==> config.mk <==
export PLATFORM = sky130hd
export DESIGN_NAME = eeprom_host_prog
export DESIGN_NICKNAME = d
export VERILOG_FILES = /design/src/rtl/ephp_pkg.sv /design/src/rtl/ephp_timer.sv /design/src/rtl/ephp_page_buf.sv /design/src/rtl/ephp_poll_judge.sv /design/src/rtl/eeprom_host_prog.sv
export SDC_FILE = /design/constraint.sdc
export NUM_CORES = 1
export LEC_CHECK = 0
export BUFFER_PORTS_ARGS = -buffer_cell sky130_fd_sc_hd__buf_2
export CORE_ASPECT_RATIO = 1.75
export CORE_MARGIN = 5
export CORE_UTILIZATION = 44
export CTS_CLUSTER_DIAMETER = 150
export CTS_CLUSTER_SIZE = 40
export DETAILED_ROUTE_END_ITERATION = 12
export GPL_ROUTABILITY_DRIVEN = 0
export GPL_TIMING_DRIVEN = 0
export MAX_ROUTING_LAYER = met4
export SLEW_MARGIN = 20
export SYNTH_ARGS = -nofsm -noshare
export SYNTH_HDL_FRONTEND = slang
export SYNTH_HIERARCHICAL = 1
export SYNTH_SLANG_ARGS = --single-unit
==> constraint.sdc <==
create_clock -name clk -period 6.7 [get_ports clk]
set_input_delay 1.34 -clock clk [delete_from_list [all_inputs] [get_ports clk]]
set_output_delay 1.34 -clock clk [all_outputs]
set_load 0.01 [all_outputs]
==> src/rtl/ephp_pkg.sv <==
package ephp_pkg;

  typedef enum logic [3:0] {
    ST_IDLE,
    ST_FILL,
    ST_WSU,
    ST_WLO,
    ST_WHI,
    ST_SETTLE,
    ST_PACC,
    ST_PGAP,
    ST_RACC,
    ST_RGAP,
    ST_ROUT
  } ephp_state_e;

  function automatic int imax(input int a, input int b);
    return (a > b) ? a : b;
  endfunction

endpackage

==> src/rtl/ephp_timer.sv <==
module ephp_timer #(
  parameter int W = 8
) (
  input  logic         clk,
  input  logic         rst_n,
  input  logic         load,
  input  logic [W-1:0] val,
  output logic         zero
);
  logic [W-1:0] cnt;

  always_ff @(posedge clk or negedge rst_n) begin
    if (!rst_n)          cnt <= '0;
    else if (load)       cnt <= val;
    else if (cnt != '0)  cnt <= cnt - 1'b1;
  end

  assign zero = (cnt == '0);

  // Phase counter never wraps below zero
  AST_TMR_NO_WRAP: assert property (@(posedge clk) disable iff (!rst_n)
    (!load && $past(cnt) == '0 && !$past(load)) |-> cnt == '0);
endmodule

==> src/rtl/ephp_page_buf.sv <==
module ephp_page_buf #(
  parameter int DEPTH = 64,
  parameter int DW    = 8,
  localparam int IW   = $clog2(DEPTH)
) (
  input  logic          clk,
  input  logic          we,
  input  logic [IW-1:0] widx,
  input  logic [DW-1:0] wdata,
  input  logic [IW-1:0] ridx,
  output logic [DW-1:0] rdata
);
  logic [DW-1:0] mem [DEPTH];

  always_ff @(posedge clk) begin
    if (we) mem[widx] <= wdata;
  end

  assign rdata = mem[ridx];
endmodule

==> src/rtl/ephp_poll_judge.sv <==
module ephp_poll_judge (
  input  logic clk,
  input  logic rst_n,
  input  logic clear,
  input  logic sample,
  input  logic dq7,
  input  logic dq6,
  input  logic exp7,
  input  logic use_toggle,
  output logic hit
);
  logic have_prev;
  logic prev6;

  always_ff @(posedge clk or negedge rst_n) begin
    if (!rst_n) begin
      have_prev <= 1'b0;
      prev6     <= 1'b0;
    end else if (clear) begin
      have_prev <= 1'b0;
    end else if (sample) begin
      have_prev <= 1'b1;
      prev6     <= dq6;
    end
  end

  always_comb begin
    if (use_toggle) hit = have_prev && (dq6 == prev6);
    else            hit = (dq7 == exp7);
  end
endmodule

==> src/rtl/eeprom_host_prog.sv <==
module eeprom_host_prog
  import ephp_pkg::*;
#(
  parameter int ADDR_W      = 15,
  parameter int PAGE_BYTES  = 64,
  parameter int T_SU        = 1,
  parameter int T_WP        = 5,
  parameter int T_WH        = 2,
  parameter int T_ACC       = 10,
  parameter int T_GAP       = 2,
  parameter int BLC_CYC     = 5000,
  parameter int TIMEOUT_CYC = 500000,
  localparam int PW         = $clog2(PAGE_BYTES)
) (
  input  logic              clk,
  input  logic              rst_n,
  input  logic              cmd_valid,
  output logic              cmd_ready,
  input  logic              cmd_write,
  input  logic [ADDR_W-1:0] cmd_addr,
  input  logic [PW-1:0]     cmd_len,
  input  logic              wr_valid,
  output logic              wr_ready,
  input  logic [7:0]        wr_data,
  output logic              rd_valid,
  input  logic              rd_ready,
  output logic [7:0]        rd_data,
  input  logic              use_toggle,
  output logic              wr_done,
  output logic              wr_timeout,
  output logic [ADDR_W-1:0] mem_addr,
  output logic [7:0]        mem_dq_out,
  output logic              mem_dq_oe,
  input  logic [7:0]        mem_dq_in,
  output logic              mem_ce_n,
  output logic              mem_oe_n,
  output logic              mem_we_n
);
  localparam int TMAX = imax(imax(imax(T_SU, T_WP), imax(T_WH, T_ACC)), imax(T_GAP, BLC_CYC));
  localparam int TW   = $clog2(TMAX + 1);
  localparam int OW   = $clog2(TIMEOUT_CYC + 1);
  localparam int GW   = $clog2(BLC_CYC + 1);
  localparam int LW   = $clog2(T_WP + 2);

  ephp_state_e       state, state_nx;
  logic [ADDR_W-1:0] base_q;
  logic [PW-1:0]     len_q, idx_q;
  logic [7:0]        rdat_q;
  logic [OW-1:0]     to_cnt;
  logic              done_q;

  logic          tmr_load, tmr_zero;
  logic [TW-1:0] tmr_val;
  logic          buf_we;
  logic [7:0]    buf_rdata;
  logic          judge_clear, judge_sample, judge_hit;
  logic          idx_last;

  logic [ADDR_W-1:0] page_addr, lin_addr;

  assign idx_last  = (idx_q == len_q);
  assign page_addr = {base_q[ADDR_W-1:PW], base_q[PW-1:0] + idx_q};
  assign lin_addr  = base_q + {{(ADDR_W-PW){1'b0}}, idx_q};

  ephp_timer #(.W(TW)) u_tmr (
    .clk(clk), .rst_n(rst_n), .load(tmr_load), .val(tmr_val), .zero(tmr_zero)
  );

  ephp_page_buf #(.DEPTH(PAGE_BYTES), .DW(8)) u_buf (
    .clk(clk), .we(buf_we), .widx(idx_q), .wdata(wr_data),
    .ridx(idx_q), .rdata(buf_rdata)
  );

  ephp_poll_judge u_judge (
    .clk(clk), .rst_n(rst_n), .clear(judge_clear), .sample(judge_sample),
    .dq7(mem_dq_in[7]), .dq6(mem_dq_in[6]), .exp7(buf_rdata[7]),
    .use_toggle(use_toggle), .hit(judge_hit)
  );

  // Next-state and phase timer loads
  always_comb begin
    state_nx     = state;
    tmr_load     = 1'b0;
    tmr_val      = '0;
    buf_we       = 1'b0;
    judge_clear  = 1'b0;
    judge_sample = 1'b0;
    unique case (state)
      ST_IDLE: if (cmd_valid) begin
        if (cmd_write) state_nx = ST_FILL;
        else begin
          state_nx = ST_RACC;
          tmr_load = 1'b1;
          tmr_val  = TW'(T_ACC - 1);
        end
      end
      ST_FILL: if (wr_valid) begin
        buf_we = 1'b1;
        if (idx_last) begin
          state_nx = ST_WSU;
          tmr_load = 1'b1;
          tmr_val  = TW'(T_SU - 1);
        end
      end
      ST_WSU: if (tmr_zero) begin
        state_nx = ST_WLO;
        tmr_load = 1'b1;
        tmr_val  = TW'(T_WP - 1);
      end
      ST_WLO: if (tmr_zero) begin
        state_nx = ST_WHI;
        tmr_load = 1'b1;
        tmr_val  = TW'(T_WH - 1);
      end
      ST_WHI: if (tmr_zero) begin
        tmr_load = 1'b1;
        if (idx_last) begin
          state_nx    = ST_SETTLE;
          tmr_val     = TW'(BLC_CYC - 1);
          judge_clear = 1'b1;
        end else begin
          state_nx = ST_WSU;
          tmr_val  = TW'(T_SU - 1);
        end
      end
      ST_SETTLE: if (tmr_zero) begin
        state_nx = ST_PACC;
        tmr_load = 1'b1;
        tmr_val  = TW'(T_ACC - 1);
      end
      ST_PACC: if (tmr_zero) begin
        judge_sample = 1'b1;
        state_nx     = ST_PGAP;
        tmr_load     = 1'b1;
        tmr_val      = TW'(T_GAP - 1);
      end
      ST_PGAP: if (tmr_zero) begin
        if (done_q || (to_cnt >= OW'(TIMEOUT_CYC))) state_nx = ST_IDLE;
        else begin
          state_nx = ST_PACC;
          tmr_load = 1'b1;
          tmr_val  = TW'(T_ACC - 1);
        end
      end
      ST_RACC: if (tmr_zero) begin
        state_nx = ST_RGAP;
        tmr_load = 1'b1;
        tmr_val  = TW'(T_GAP - 1);
      end
      ST_RGAP: if (tmr_zero) state_nx = ST_ROUT;
      ST_ROUT: if (rd_ready) begin
        if (idx_last) state_nx = ST_IDLE;
        else begin
          state_nx = ST_RACC;
          tmr_load = 1'b1;
          tmr_val  = TW'(T_ACC - 1);
        end
      end
      default: state_nx = ST_IDLE;
    endcase
  end

  // Control and data registers
  always_ff @(posedge clk or negedge rst_n) begin
    if (!rst_n) begin
      state      <= ST_IDLE;
      base_q     <= '0;
      len_q      <= '0;
      idx_q      <= '0;
      rdat_q     <= '0;
      to_cnt     <= '0;
      done_q     <= 1'b0;
      wr_done    <= 1'b0;
      wr_timeout <= 1'b0;
    end else begin
      state      <= state_nx;
      wr_done    <= 1'b0;
      wr_timeout <= 1'b0;
      unique case (state)
        ST_IDLE: if (cmd_valid) begin
          base_q <= cmd_addr;
          len_q  <= cmd_len;
          idx_q  <= '0;
        end
        ST_FILL: if (wr_valid) idx_q <= idx_last ? '0 : idx_q + 1'b1;
        ST_WHI: if (tmr_zero) begin
          if (idx_last) begin
            to_cnt <= '0;
            done_q <= 1'b0;
          end else idx_q <= idx_q + 1'b1;
        end
        ST_RACC: if (tmr_zero) rdat_q <= mem_dq_in;
        ST_ROUT: if (rd_ready && !idx_last) idx_q <= idx_q + 1'b1;
        default: ;
      endcase
      if (state == ST_SETTLE || state == ST_PACC || state == ST_PGAP) begin
        if (to_cnt < OW'(TIMEOUT_CYC)) to_cnt <= to_cnt + 1'b1;
      end
      if (judge_sample) done_q <= judge_hit;
      if (state == ST_PGAP && tmr_zero) begin
        if (done_q) wr_done <= 1'b1;
        else if (to_cnt >= OW'(TIMEOUT_CYC)) wr_timeout <= 1'b1;
      end
    end
  end

  // Bus and stream decode
  logic in_wr, in_poll, in_rd;
  assign in_wr   = (state == ST_WSU) || (state == ST_WLO) || (state == ST_WHI);
  assign in_poll = (state == ST_PACC);
  assign in_rd   = (state == ST_RACC);

  assign mem_ce_n   = !(in_wr || in_poll || in_rd);
  assign mem_oe_n   = !(in_poll || in_rd);
  assign mem_we_n   = (state != ST_WLO);
  assign mem_dq_oe  = in_wr;
  assign mem_dq_out = buf_rdata;
  assign mem_addr   = (state == ST_RACC || state == ST_RGAP || state == ST_ROUT) ? lin_addr : page_addr;

  assign cmd_ready = (state == ST_IDLE);
  assign wr_ready  = (state == ST_FILL);
  assign rd_valid  = (state == ST_ROUT);
  assign rd_data   = rdat_q;

  // Checker state: strobe width, load gaps
  logic [LW-1:0] we_lo_cnt;
  logic [GW-1:0] gap_cnt;
  logic          load_open;

  always_ff @(posedge clk or negedge rst_n) begin
    if (!rst_n) begin
      we_lo_cnt <= '0;
      gap_cnt   <= '0;
      load_open <= 1'b0;
    end else begin
      if (!mem_we_n) begin
        if (we_lo_cnt < LW'(T_WP + 1)) we_lo_cnt <= we_lo_cnt + 1'b1;
      end else we_lo_cnt <= '0;
      if (!mem_we_n) gap_cnt <= '0;
      else if (gap_cnt < GW'(BLC_CYC)) gap_cnt <= gap_cnt + 1'b1;
      if (!mem_we_n) load_open <= 1'b1;
      else if (!in_wr) load_open <= 1'b0;
    end
  end

  AST_NO_CONTENTION: assert property (@(posedge clk) disable iff (!rst_n)
    !mem_oe_n |-> !mem_dq_oe);
  AST_WE_WIDTH: assert property (@(posedge clk) disable iff (!rst_n)
    $rose(mem_we_n) |-> we_lo_cnt >= LW'(T_WP));
  AST_WRITE_FRAME: assert property (@(posedge clk) disable iff (!rst_n)
    !mem_we_n |-> (mem_oe_n && !mem_ce_n && mem_dq_oe));
  AST_WE_LOW_STABLE: assert property (@(posedge clk) disable iff (!rst_n)
    (!mem_we_n && $past(!mem_we_n)) |-> ($stable(mem_addr) && $stable(mem_dq_out)));
  AST_LOAD_WINDOW: assert property (@(posedge clk) disable iff (!rst_n)
    ($fell(mem_we_n) && load_open) |-> gap_cnt < GW'(BLC_CYC));
  AST_READY_BUS_IDLE: assert property (@(posedge clk) disable iff (!rst_n)
    cmd_ready |-> (mem_ce_n && mem_we_n && !mem_dq_oe));
  AST_END_EXCLUSIVE: assert property (@(posedge clk) disable iff (!rst_n)
    !(wr_done && wr_timeout));
  AST_RD_HOLD: assert property (@(posedge clk) disable iff (!rst_n)
    (rd_valid && !rd_ready) |=> (rd_valid && $stable(rd_data)));
endmodule

# Yosys cells after proc, flatten, opt, wreduce, memory -nomap -nowiden
# Memory sizes are Yosys's and may differ from the RTL's.
# Index checks and enable logic that the tools add are counted.
[word_totals]
register_bits = 76
latchBits = 0
mem_bits_rw = 512
rom_bits = 0
elab_cells = 155
memories = 1
[memory_table]
columns = ["memory", "depth", "width", "read_ports", "rd_ports_with_merged_regs", "wr", "line", "rtl"]
rows = [
  ["u_buf.mem", 64, 8, 1, 0, 1, "ephp_page_buf.sv:13", "logic [DW-1:0] mem [DEPTH];"],
]
[op_classes]
n_addsub = 5
n_mul = 0
div_mod_pow = 0
n_lt_le_gt_ge = 2
n_eq_ne = 28
shift = 0
n_mux = 73
bitwise_logic = 1
reduce_logical = 33
[op_table]
columns = ["op", "n"]
rows = [
  ["$mux W19", 5],
  ["$pmux W13 S7", 1],
  ["$mux W4", 21],
  ["$mux W13", 4],
  ["$pmux W4 S11", 1],
  ["$mux W6", 6],
  ["$mux W1", 29],
  ["$pmux W6 S4", 1],
  ["$ne A2 B2 Y1 const B", 11],
  ["$add A19 B1 Y19 const B", 1],
  ["$ge A19 B19 Y1 const B", 1],
  ["$lt A19 B19 Y1 const B", 1],
  ["$eq A4 B3 Y1 const B", 4],
  ["$add A15 B6 Y15", 1],
  ["$mux W15", 1],
  ["$logic_not A13 Y1", 1],
  ["$reduce_bool A13 Y1", 1],
  ["$sub A13 B1 Y13 const B", 1],
  ["$eq A4 B4 Y1 const B", 3],
  ["$reduce_and A12 Y1", 1],
  ["$logic_or A1 B1 Y1", 10],
  ["$reduce_bool A2 Y1", 5],
  ["$mux W3", 3],
  ["$eq A4 B2 Y1 const B", 2],
  ["other kinds (18)", 27],
]

# Longest topological paths before layout
# Gate-level depths: netlist (run 1).
[depth]
ltp_word = 6
depth_mapped = 14
ltp_nobuf = 12

# Hierarchy
# Netlist (run 1), hierarchy kept.
[by_module_without_submodules]
columns = ["mod", "n_inst", "cells_per_inst", "area_per_inst_um2"]
rows = [
  ["ephp_page_buf", 1, 932, 20001.7],
  ["eeprom_host_prog", 1, 383, 3793.6],
  ["ephp_timer", 1, 82, 767.0],
  ["ephp_poll_judge", 1, 10, 113.9],
]

# Worst setup path after synthesis (run 1)
# Ideal clock, no wire load.
[synth_path]
path_kind = "flip-flop to output port"
startpoint = "reg idx_q[0]"
endpoint = "out mem_dq_out[7]"
arrival_ns = 2.206
t_required_ns = 5.360
slack_ns = 3.154
stages_incl_launch_ff = 9
cell_sequence = "dfrtp_1 -> buf_6 -> buf_4 -> buf_4 -> mux4_2 -> o221ai_1 -> o21ai_0 -> o311ai_1 -> nand2_1"
[synth_via]
elab_chain_cells = 1
[synth_lines]
columns = ["item", "line", "rtl"]
rows = [
  ["start, declared", "eeprom_host_prog.sv:47", "logic [PW-1:0] len_q, idx_q;"],
  ["start signal, assigned", "eeprom_host_prog.sv:185", "ST_FILL: if (wr_valid) idx_q <= idx_last ? '0 : idx_q + 1'b1;"],
  ["start signal, assigned", "eeprom_host_prog.sv:190", "end else idx_q <= idx_q + 1'b1;"],
  ["start signal, assigned", "eeprom_host_prog.sv:193", "ST_ROUT: if (rd_ready && !idx_last) idx_q <= idx_q + 1'b1;"],
  ["$mem_v2 Z64 W8", "--", ""],
  ["end, declared", "eeprom_host_prog.sv:32", "output logic [7:0] mem_dq_out,"],
]
# No other way between the ends.

# Worst setup path after layout (run 1)
[layout_path]
startpoint = "reg idx_q[1]"
endpoint = "out mem_dq_out[3]"
# Same word-level chain as after synthesis.

==> impl_results.html, run 1 <==
<table>
<tr><th>Metric</th><th>Value</th></tr>
<tr><th colspan="2">CTS</th></tr>
<tr><td>Number of setup buffers added after CTS</td><td>0</td></tr>
<tr><td>Number of buffers inserted during clock tree synthesis</td><td>18</td></tr>
<tr><td>H-tree level count</td><td>1</td></tr>
<tr><td>Sink count of the clock tree</td><td>588</td></tr>
<tr><td>Clk_lat worst skew</td><td>580 ps</td></tr>
<tr><td>Number of gates given a new drive strength after cts</td><td>0</td></tr>
<tr><td>Cell chosen for the clock root</td><td>clkbuf_16</td></tr>
<tr><td>CTS tree</td><td>yes</td></tr>
<tr><td>Clock-pin slew on the worst setup and hold paths</td><td>150 ps</td></tr>
<tr><td>Number of hold buffers added after cts</td><td>0</td></tr>
<tr><td>Number of buffers between clock root and the deepest sink</td><td>3</td></tr>
<tr><th colspan="2">Logic synthesis</th></tr>
<tr><td>Count of unique library cells instantiated by Yosys</td><td>85</td></tr>
<tr><td>Most common cell in the netlist</td><td>edfxtp_1</td></tr>
<tr><td>Library cell with the largest summed area after synthesis</td><td>edfxtp_1</td></tr>
<tr><td>Top cells by area in the synthesized netlist</td><td>edfxtp_1 (62%), mux4_2 (11%), dfrtp_1 (7.7%)</td></tr>
<tr><td>Fraction of post-synthesis cell area in the top cell type by area</td><td>62.3%</td></tr>
<tr><td>Post-synthesis sequential element count</td><td>588</td></tr>
<tr><td>Number of flops mapped to enable cells by yosys</td><td>512</td></tr>
<tr><td>Portion of the post-synthesis area used by sequential elements</td><td>70.0%</td></tr>
<tr><td>Leading post-synthesis cells by instance count</td><td>edfxtp_1 (512), mux4_2 (126), nor2_1 (108)</td></tr>
<tr><td>Ys Warns</td><td>6</td></tr>
<tr><td>Mean cell area of the mapped netlist</td><td>around 18 µm²</td></tr>
<tr><td>Post-synth design cell area</td><td>around 25000 µm²</td></tr>
<tr><td>Flip-flop cell with the highest count after synthesis</td><td>edfxtp_1</td></tr>
<tr><td>Synth async-reset ratio</td><td>12.9%</td></tr>
<tr><td>Post-synthesis instance total</td><td>1407</td></tr>
<tr><th colspan="2">Floorplanning</th></tr>
<tr><td>Core footprint</td><td>56000 µm²</td></tr>
<tr><td>Vertical extent of the die</td><td>323 µm</td></tr>
<tr><td>Full die area</td><td>a little over 60000 µm²</td></tr>
<tr><td>I/O pin count</td><td>84</td></tr>
<tr><td>Die X</td><td>189 µm</td></tr>
<tr><td>Starting Density</td><td>44.1%</td></tr>
<tr><td>Std cell rows</td><td>115</td></tr>
<tr><th colspan="2">Routing</th></tr>
<tr><td>DRC violations left</td><td>0</td></tr>
<tr><td>Average routed wire per standard cell</td><td>around 28 µm</td></tr>
<tr><td>Antenna-violating nets left</td><td>0</td></tr>
<tr><td>Aggregate routed wire length</td><td>around 62 mm</td></tr>
<tr><td>DRT Pass-1 Iters</td><td>5</td></tr>
<tr><td>Drt first-iter violations</td><td>1152</td></tr>
<tr><td>Total number of vias</td><td>13400</td></tr>
<tr><td>Detail-routed via count per cell</td><td>6.00</td></tr>
<tr><th colspan="2">Global route</th></tr>
<tr><td>Largest net degree at the start of global routing</td><td>between 60 and 70</td></tr>
<tr><td>Total gr overflow</td><td>0</td></tr>
<tr><td>Via count of the first global-routing pass</td><td>13900</td></tr>
<tr><td>Total GRT Usage</td><td>20.8%</td></tr>
<tr><td>Wire length of the first global-routing pass</td><td>91.7 mm</td></tr>
<tr><td>Initial antenna violation count</td><td>0</td></tr>
<tr><th colspan="2">Cells and area</th></tr>
<tr><td>Fill cell instance count of the final layout</td><td>about 4700</td></tr>
<tr><td>Fraction of final layout cells with drive strength greater than 1</td><td>between 20% and 30%</td></tr>
<tr><td>Number of nets at the end of the flow</td><td>1574</td></tr>
<tr><td>Layout Cell Area excl Fill</td><td>about 27000 µm²</td></tr>
<tr><td>Layout Area Growth over Synthesis</td><td>7.86%</td></tr>
<tr><td>Filler-free cell count of the finished design</td><td>roughly 2200</td></tr>
<tr><td>Diode count</td><td>0</td></tr>
<tr><th colspan="2">Critical path</th></tr>
<tr><td>Cell with the most instances on the worst path</td><td>buf_2</td></tr>
<tr><td>CP Max Fanout</td><td>10</td></tr>
<tr><td>Worst-path cell with the longest stage delay</td><td>o41ai_1</td></tr>
<tr><td>Critical Path, Cell by Cell</td><td>buf_2, buf_2, buf_4, buf_2, nand3b_1, o22ai_1, o41ai_1, buf_2</td></tr>
<tr><td>Worst setup path class</td><td>register to output pin</td></tr>
<tr><td>Arrival time at the worst endpoint</td><td>4380 ps</td></tr>
<tr><td>Minimum setup slack among reg-to-reg paths</td><td>2610 ps</td></tr>
<tr><td>CP Launch Point</td><td>idx_q[1]$_DFFE_PN0P_</td></tr>
<tr><td>Kind of cell adding the most delay to the critical path</td><td>buffers and inverters</td></tr>
<tr><td>CP Capture Type</td><td>output pin</td></tr>
<tr><td>Data required, critical path</td><td>5360 ps</td></tr>
<tr><td>Crit path buf inv count</td><td>5</td></tr>
<tr><td>CP max stage delay</td><td>720 ps</td></tr>
<tr><td>Reg2Reg Launch Point</td><td>idx_q[1]$_DFFE_PN0P_</td></tr>
<tr><td>Nature of the critical path startpoint</td><td>register</td></tr>
<tr><th colspan="2">Hold path</th></tr>
<tr><td>Type of the tightest min-delay check</td><td>register to register</td></tr>
<tr><td>Worst Hold Launch</td><td>done_q$_DFFE_PN0P_</td></tr>
<tr><th colspan="2">Timing</th></tr>
<tr><td>Clock period minus worst slack</td><td>about 5700 ps</td></tr>
<tr><td>Highest attainable clock frequency</td><td>0.175 GHz</td></tr>
<tr><td>Slew Viols, Final</td><td>0</td></tr>
<tr><td>Normalized max-slew margin</td><td>approximately 27%</td></tr>
<tr><td>Unrepaired setup endpoints after global routing</td><td>false</td></tr>
<tr><td>Number of failing setup endpoints in the final timing report</td><td>0</td></tr>
<tr><td>Post-route setup slack</td><td>983 ps</td></tr>
<tr><td>Count of endpoints failing hold in the final timing report</td><td>0</td></tr>
<tr><td>Setup_tns</td><td>0 ps</td></tr>
<tr><td>Final Skew</td><td>38.5 ps</td></tr>
<tr><td>Final Cycle Share</td><td>85.3%</td></tr>
<tr><td>Slew at the pin with the worst max-slew slack</td><td>1090 ps</td></tr>
<tr><th colspan="2">Place</th></tr>
<tr><td>IO buf count</td><td>83</td></tr>
<tr><td>Placement Setup Slack</td><td>1570 ps</td></tr>
<tr><td>Placed Area</td><td>around 26000 µm²</td></tr>
<tr><td>Final HPWL from detailed placement</td><td>around 44 mm</td></tr>
<tr><td>Cell Count Post-Placement</td><td>2200</td></tr>
<tr><th colspan="2">Power</th></tr>
<tr><td>Leakage power total</td><td>8.49 nW</td></tr>
<tr><td>Worst-case vdd ir drop</td><td>around 0.17 mV</td></tr>
<tr><td>Power Dens Cells</td><td>303 nW/µm²</td></tr>
<tr><td>Total power consumption of the routed design</td><td>8.07 mW</td></tr>
<tr><th colspan="2">Run</th></tr>
<tr><td>Max-cap check violation count</td><td>0</td></tr>
<tr><th colspan="2">Status</th></tr>
<tr><td>Outcome</td><td>completed</td></tr>
</table>
## worst register-to-register path: stages (launching register included)
cell,delay [ps]
dfrtp_1,620
buf_2,390
buf_4,340
buf_1,800
mux4_2,430
mux2i_1,380
a31oi_1,150
o311ai_1,160
nand2_1,230
xor2_1,220
o22ai_1,140
nand2_1,70
o31ai_1,80
## layer usage
metal / global-route usage [%] / wire length [µm]
met2: 39.6 / 35200
met1: 22.5 / 21200
met3: 1.81 / 3100
met5: - / 0
met4: 7.89 / 2800
## final cells by class
cell class	count	area [µm²]	area share [%]
Buffer	72	428	1.61
Inverter	16	60.1	0.226
Clock inverter	1	16.3	0.0611
Timing Repair Buffer	87	498	1.87
Sequential cell	588	17300	64.9
Clock buffer	31	520	1.96
Tap cell	702	878	3.30
Multi-Input combinational cell	735	6940	26.1
## metrics by stage
step	utilization [%]	hold slack, ps
floorplan	-	428
global placement	46.4	457
detailed placement	46.6	465
CTS	47.5	493
global route	47.6	520
finish	47.6	482
## report_power, final
group          internal [mW]  switching [mW]  leakage [nW]
clock network          0.549            1.04         0.255
logic                  0.957            1.25          2.67
registers               4.13           0.150          5.56
total                   5.63            2.44          8.49
## cells by family (layout without fill, tap and decap cells)
family                     count (synthesis)  after routing  share of synthesized area, %
buffers and inverters                     88            207                          1.98
DFF                                      588            588                          70.0
adders and majority gates                 12             12                         0.639
muxes                                    201            201                          14.8
AOI/OAI and AO/OA                        161            161                          4.82
xor gates and xnor gates                  36             36                          1.28
other                                      1              5                        0.0152
and+or+nand+nor                          320            320                          6.47
## layout by cell type, fill, tap and decap left out, types with 5 or more instances in the layout
master / count
mux4_2: 126
a211oi_1: 14
nand2_1: 71
a21oi_1: 19
clkbuf_1: 36
buf_4: 24
clkbuf_16: 19
o21ai_1: 6
nor3_1: 13
a21o_1: 7
nand3_1: 32
o221ai_1: 9
inv_1: 13
o22ai_1: 11
o21ai_0: 24
o211ai_1: 5
mux2i_1: 29
dfrtp_1: 76
and2_1: 5
edfxtp_1: 512
nor2b_1: 16
buf_2: 97
xnor2_1: 21
nand4_1: 6
mux2_2: 45
nor2_1: 108
ha_1: 11
conb_1: 5
nand2b_1: 16
and3_1: 8
o31ai_1: 9
nor4_1: 8
buf_6: 6
or3_1: 6
a221oi_1: 6
xor2_1: 15
## registers in the layout (all words and copies together) (netlist names)
register and flops:
u_buf/mem 512, to_cnt 19, base_q 15, u_tmr/cnt 13, rd_data 8, idx_q 6, len_q 6, state 4
done_q 1, u_judge/have_prev 1, u_judge/prev6 1, wr_done 1, wr_timeout 1
## final timing paths
check,end,cells past startpoint
worst max register to register,done_q$_DFFE_PN0P_,12
min in group asynchronous,idx_q[0]$_DFFE_PN0P_,1
worst max-delay path,mem_dq_out[3],8
worst min register to register,wr_timeout$_DFF_PN0_,1
max in group asynchronous,to_cnt[4]$_DFF_PN0_,2
worst min-delay path,wr_timeout$_DFF_PN0_,1
Note: power is estimated with default switching activity, not from simulation.
==> run 2: changes to the inputs <==
- REMOVE_ABC_BUFFERS: unset -> 1
==> run 2 against run 1 <==
  * Sequential share of layout area is 0.59 points higher
  * Critical path depth is 1 lower
  * Non-clock buffer count is 64 lower
  * Clock skew is 11 ps lower
  * First-iteration DRC count is 14% lower
  * Routed wire length is 12% lower
  * Global-route usage is 2.5 points lower
  * Critical endpoint is now mem_dq_out[1]
  * Largest cell class unchanged
==> impl_results.html, run 2 (synthesis gave the netlist of run 1 again) <==
<table>
<tr><th>Metric</th><th>Value</th></tr>
<tr><th colspan="2">Status</th></tr>
<tr><td>Outcome</td><td>completed (unchanged)</td></tr>
<tr><th colspan="2">Critical path</th></tr>
<tr><td>CP Max Fanout</td><td>43 (was 10)</td></tr>
<tr><td>Worst-path cell with the longest stage delay</td><td>dfrtp_4 (was o41ai_1)</td></tr>
<tr><td>Nature of the critical path startpoint</td><td>register (unchanged)</td></tr>
<tr><td>Crit path buf inv count</td><td>3 (was 5)</td></tr>
<tr><td>Cell with the most instances on the worst path</td><td>buf_16 (was buf_2)</td></tr>
<tr><td>CP Capture Type</td><td>output pin (unchanged)</td></tr>
<tr><td>Worst setup path class</td><td>register to output pin (unchanged)</td></tr>
<tr><td>Kind of cell adding the most delay to the critical path</td><td>multiplexers (was buffers and inverters)</td></tr>
<tr><td>Data required, critical path</td><td>5360 ps (about the same)</td></tr>
<tr><td>Critical Path, Cell by Cell</td><td>buf_16, buf_16, mux4_2, mux2_2, a221oi_1, o2bb2ai_1, buf_2 (was buf_2, buf_2, buf_4, buf_2, nand3b_1, o22ai_1, o41ai_1, buf_2)</td></tr>
<tr><td>CP max stage delay</td><td>800 ps (was 720 ps)</td></tr>
<tr><td>Arrival time at the worst endpoint</td><td>3940 ps (was 4380 ps)</td></tr>
<tr><th colspan="2">Timing</th></tr>
<tr><td>Number of failing setup endpoints in the final timing report</td><td>0 (unchanged)</td></tr>
<tr><td>Count of endpoints failing hold in the final timing report</td><td>0 (unchanged)</td></tr>
<tr><td>Normalized max-slew margin</td><td>32.0% (was 27.3%)</td></tr>
<tr><td>Final Cycle Share</td><td>78.8% (was 85.3%)</td></tr>
<tr><td>Unrepaired setup endpoints after global routing</td><td>false (unchanged)</td></tr>
<tr><td>Slew at the pin with the worst max-slew slack</td><td>1020 ps (was 1090 ps)</td></tr>
<tr><td>Final Skew</td><td>27.8 ps (was 38.5 ps)</td></tr>
<tr><td>Clock period minus worst slack</td><td>5280 ps (was 5720 ps)</td></tr>
<tr><td>Highest attainable clock frequency</td><td>0.189 GHz (was 0.175 GHz)</td></tr>
<tr><td>Hold WS</td><td>492 ps (was 482 ps)</td></tr>
<tr><td>Slew Viols, Final</td><td>0 (unchanged)</td></tr>
<tr><th colspan="2">Global route</th></tr>
<tr><td>Total gr overflow</td><td>0 (unchanged)</td></tr>
<tr><td>Wire length of the first global-routing pass</td><td>83.6 mm (was 91.7 mm)</td></tr>
<tr><td>Initial antenna violation count</td><td>1 (was 0)</td></tr>
<tr><td>Total GRT Usage</td><td>18.4% (was 20.8%)</td></tr>
<tr><td>Largest net degree at the start of global routing</td><td>65 (unchanged)</td></tr>
<tr><td>Via count of the first global-routing pass</td><td>13400 (was 13900)</td></tr>
<tr><th colspan="2">CTS</th></tr>
<tr><td>Sink count of the clock tree</td><td>588 (unchanged)</td></tr>
<tr><td>Number of setup buffers added after CTS</td><td>0 (unchanged)</td></tr>
<tr><td>Clk_lat worst skew</td><td>580 ps (about the same)</td></tr>
<tr><td>H-tree level count</td><td>1 (unchanged)</td></tr>
<tr><td>Number of buffers between clock root and the deepest sink</td><td>3 (unchanged)</td></tr>
<tr><td>CTS tree</td><td>yes (unchanged)</td></tr>
<tr><td>Number of buffers inserted during clock tree synthesis</td><td>18 (unchanged)</td></tr>
<tr><td>Number of hold buffers added after cts</td><td>0 (unchanged)</td></tr>
<tr><td>Clock-pin slew on the worst setup and hold paths</td><td>150 ps (about the same)</td></tr>
<tr><td>Cell chosen for the clock root</td><td>clkbuf_16 (unchanged)</td></tr>
<tr><td>Number of gates given a new drive strength after cts</td><td>0 (unchanged)</td></tr>
<tr><th colspan="2">Floorplanning</th></tr>
<tr><td>Std cell rows</td><td>115 (unchanged)</td></tr>
<tr><td>Full die area</td><td>61100 µm² (unchanged)</td></tr>
<tr><td>Core footprint</td><td>56000 µm² (unchanged)</td></tr>
<tr><td>Starting Density</td><td>44.1% (unchanged)</td></tr>
<tr><td>Vertical extent of the die</td><td>323 µm (unchanged)</td></tr>
<tr><td>Die X</td><td>189 µm (unchanged)</td></tr>
<tr><td>I/O pin count</td><td>84 (unchanged)</td></tr>
<tr><th colspan="2">Routing</th></tr>
<tr><td>Average routed wire per standard cell</td><td>25.2 µm (was 27.9 µm)</td></tr>
<tr><td>DRC violations left</td><td>0 (unchanged)</td></tr>
<tr><td>Drt first-iter violations</td><td>993 (was 1152)</td></tr>
<tr><td>Antenna-violating nets left</td><td>0 (unchanged)</td></tr>
<tr><td>Aggregate routed wire length</td><td>54.6 mm (was 62.4 mm)</td></tr>
<tr><td>Detail-routed via count per cell</td><td>5.91 (was 6.00)</td></tr>
<tr><td>DRT Pass-1 Iters</td><td>8 (was 5)</td></tr>
<tr><td>Total number of vias</td><td>12800 (was 13400)</td></tr>
<tr><th colspan="2">Cells and area</th></tr>
<tr><td>Largest registers</td><td>u_buf/mem x512, to_cnt x19, base_q x15 (unchanged)</td></tr>
<tr><td>Fraction of final layout cells with drive strength greater than 1</td><td>22.1% (was 23.1%)</td></tr>
<tr><td>Layout Area Growth over Synthesis</td><td>7.01% (was 7.86%)</td></tr>
<tr><td>Number of flip-flops in the largest register</td><td>512 (unchanged)</td></tr>
<tr><td>Number of nets at the end of the flow</td><td>1510 (was 1574)</td></tr>
<tr><td>Commonest non-fill, non-tap cells in the layout</td><td>edfxtp_1 (512), mux4_2 (126), nor2_1 (108) (unchanged)</td></tr>
<tr><td>Filler-free cell count of the finished design</td><td>2169 (was 2232)</td></tr>
<tr><td>Fill cell instance count of the final layout</td><td>4680 (was 4734)</td></tr>
<tr><td>Most common library cell in the layout ignoring fill and taps</td><td>edfxtp_1 (unchanged)</td></tr>
<tr><td>Register with the most flip-flops</td><td>u_buf/mem (unchanged)</td></tr>
<tr><th colspan="2">Place</th></tr>
<tr><td>Cell Count Post-Placement</td><td>2136 (was 2200)</td></tr>
<tr><td>Final HPWL from detailed placement</td><td>35.4 mm (was 43.8 mm)</td></tr>
<tr><td>IO buf count</td><td>83 (unchanged)</td></tr>
<tr><th colspan="2">Power</th></tr>
<tr><td>Leakage power total</td><td>8.29 nW (was 8.49 nW)</td></tr>
<tr><td>Worst-case vdd ir drop</td><td>0.236 mV (was 0.170 mV)</td></tr>
<tr><td>Power Dens Cells</td><td>298 nW/µm² (was 303 nW/µm²)</td></tr>
<tr><td>Total power consumption of the routed design</td><td>7.88 mW (was 8.07 mW)</td></tr>
<tr><th colspan="2">Hold path</th></tr>
<tr><td>Type of the tightest min-delay check</td><td>register to register (unchanged)</td></tr>
<tr><th colspan="2">Run</th></tr>
<tr><td>Max-cap check violation count</td><td>0 (unchanged)</td></tr>
</table>
==> run 2: layer usage <==
layer,wire length (µm),GRT usage [%],up-vias
met2,30600,34.3,363
li1,-,-,5668
met4,1180,3.97,0
met5,0,-,-
met3,2370,1.51,60
met1,20400,21.8,6735
==> run 2: area by class of cell <==
cell class	instances	area, µm²	share of cell area [%]
diodes	1	2.50	0.00948
multi-input cells	735	6940	26.3
clock buffers	31	520	1.97
well taps	702	878	3.33
clock inverters	1	16.3	0.0616
flip-flops and latches	588	17300	65.5
repair buffers	95	696	2.63
inverters	16	60.1	0.227
==> run 2: power by group <==
part / switching, mW / leakage (nW) / internal (mW)
Clock: 1.03 / 0.255 / 0.549
Sequential: 0.250 / 5.55 / 4.13
Combinational: 1.00 / 2.49 / 0.914
Total: 2.29 / 8.29 / 5.59
==> run 2: path summary, 6_finish.rpt <==
path | startpoint | depth (start not counted) | to | slack [ps]
min in group asynchronous | rst_n | 1 | base_q[12]$_DFFE_PN0P_ | 700
max reg2reg | state[0]$_DFFE_PN0P_ | 6 | u_buf/mem[46][0]$_DFFE_PP_ | 2690
min | done_q$_DFFE_PN0P_ | 1 | wr_timeout$_DFF_PN0_ | 490
min reg2reg | done_q$_DFFE_PN0P_ | 1 | wr_timeout$_DFF_PN0_ | 490
max | idx_q[1]$_DFFE_PN0P_ | 7 | mem_dq_out[1] | 1420
max in group asynchronous | rst_n | 2 | u_tmr/cnt[5]$_DFFE_PN0P_ | 5360
==> run 2: worst reg2reg max path: stages (launching register included) <==
cell	delay, ps
dfrtp_1	800
or4b_4	590
inv_2	120
and2_1	400
nor2b_1	330
nand3_1	470
nor2_1	910
==> run 2: per-stage QoR <==
stage                     setup slack (ps)  instance area [µm²]  setup TNS (ps)  util, %
after floorplan                      -1370                24300         -109800        -
after global placement               -5570                25600        -2109330     45.7
after detailed placement              1970                25900               0     46.2
after CTS                             1300                26400               0     47.2
after global routing                  1250                26400               0     47.2
final                                 1420                26400               0     47.2
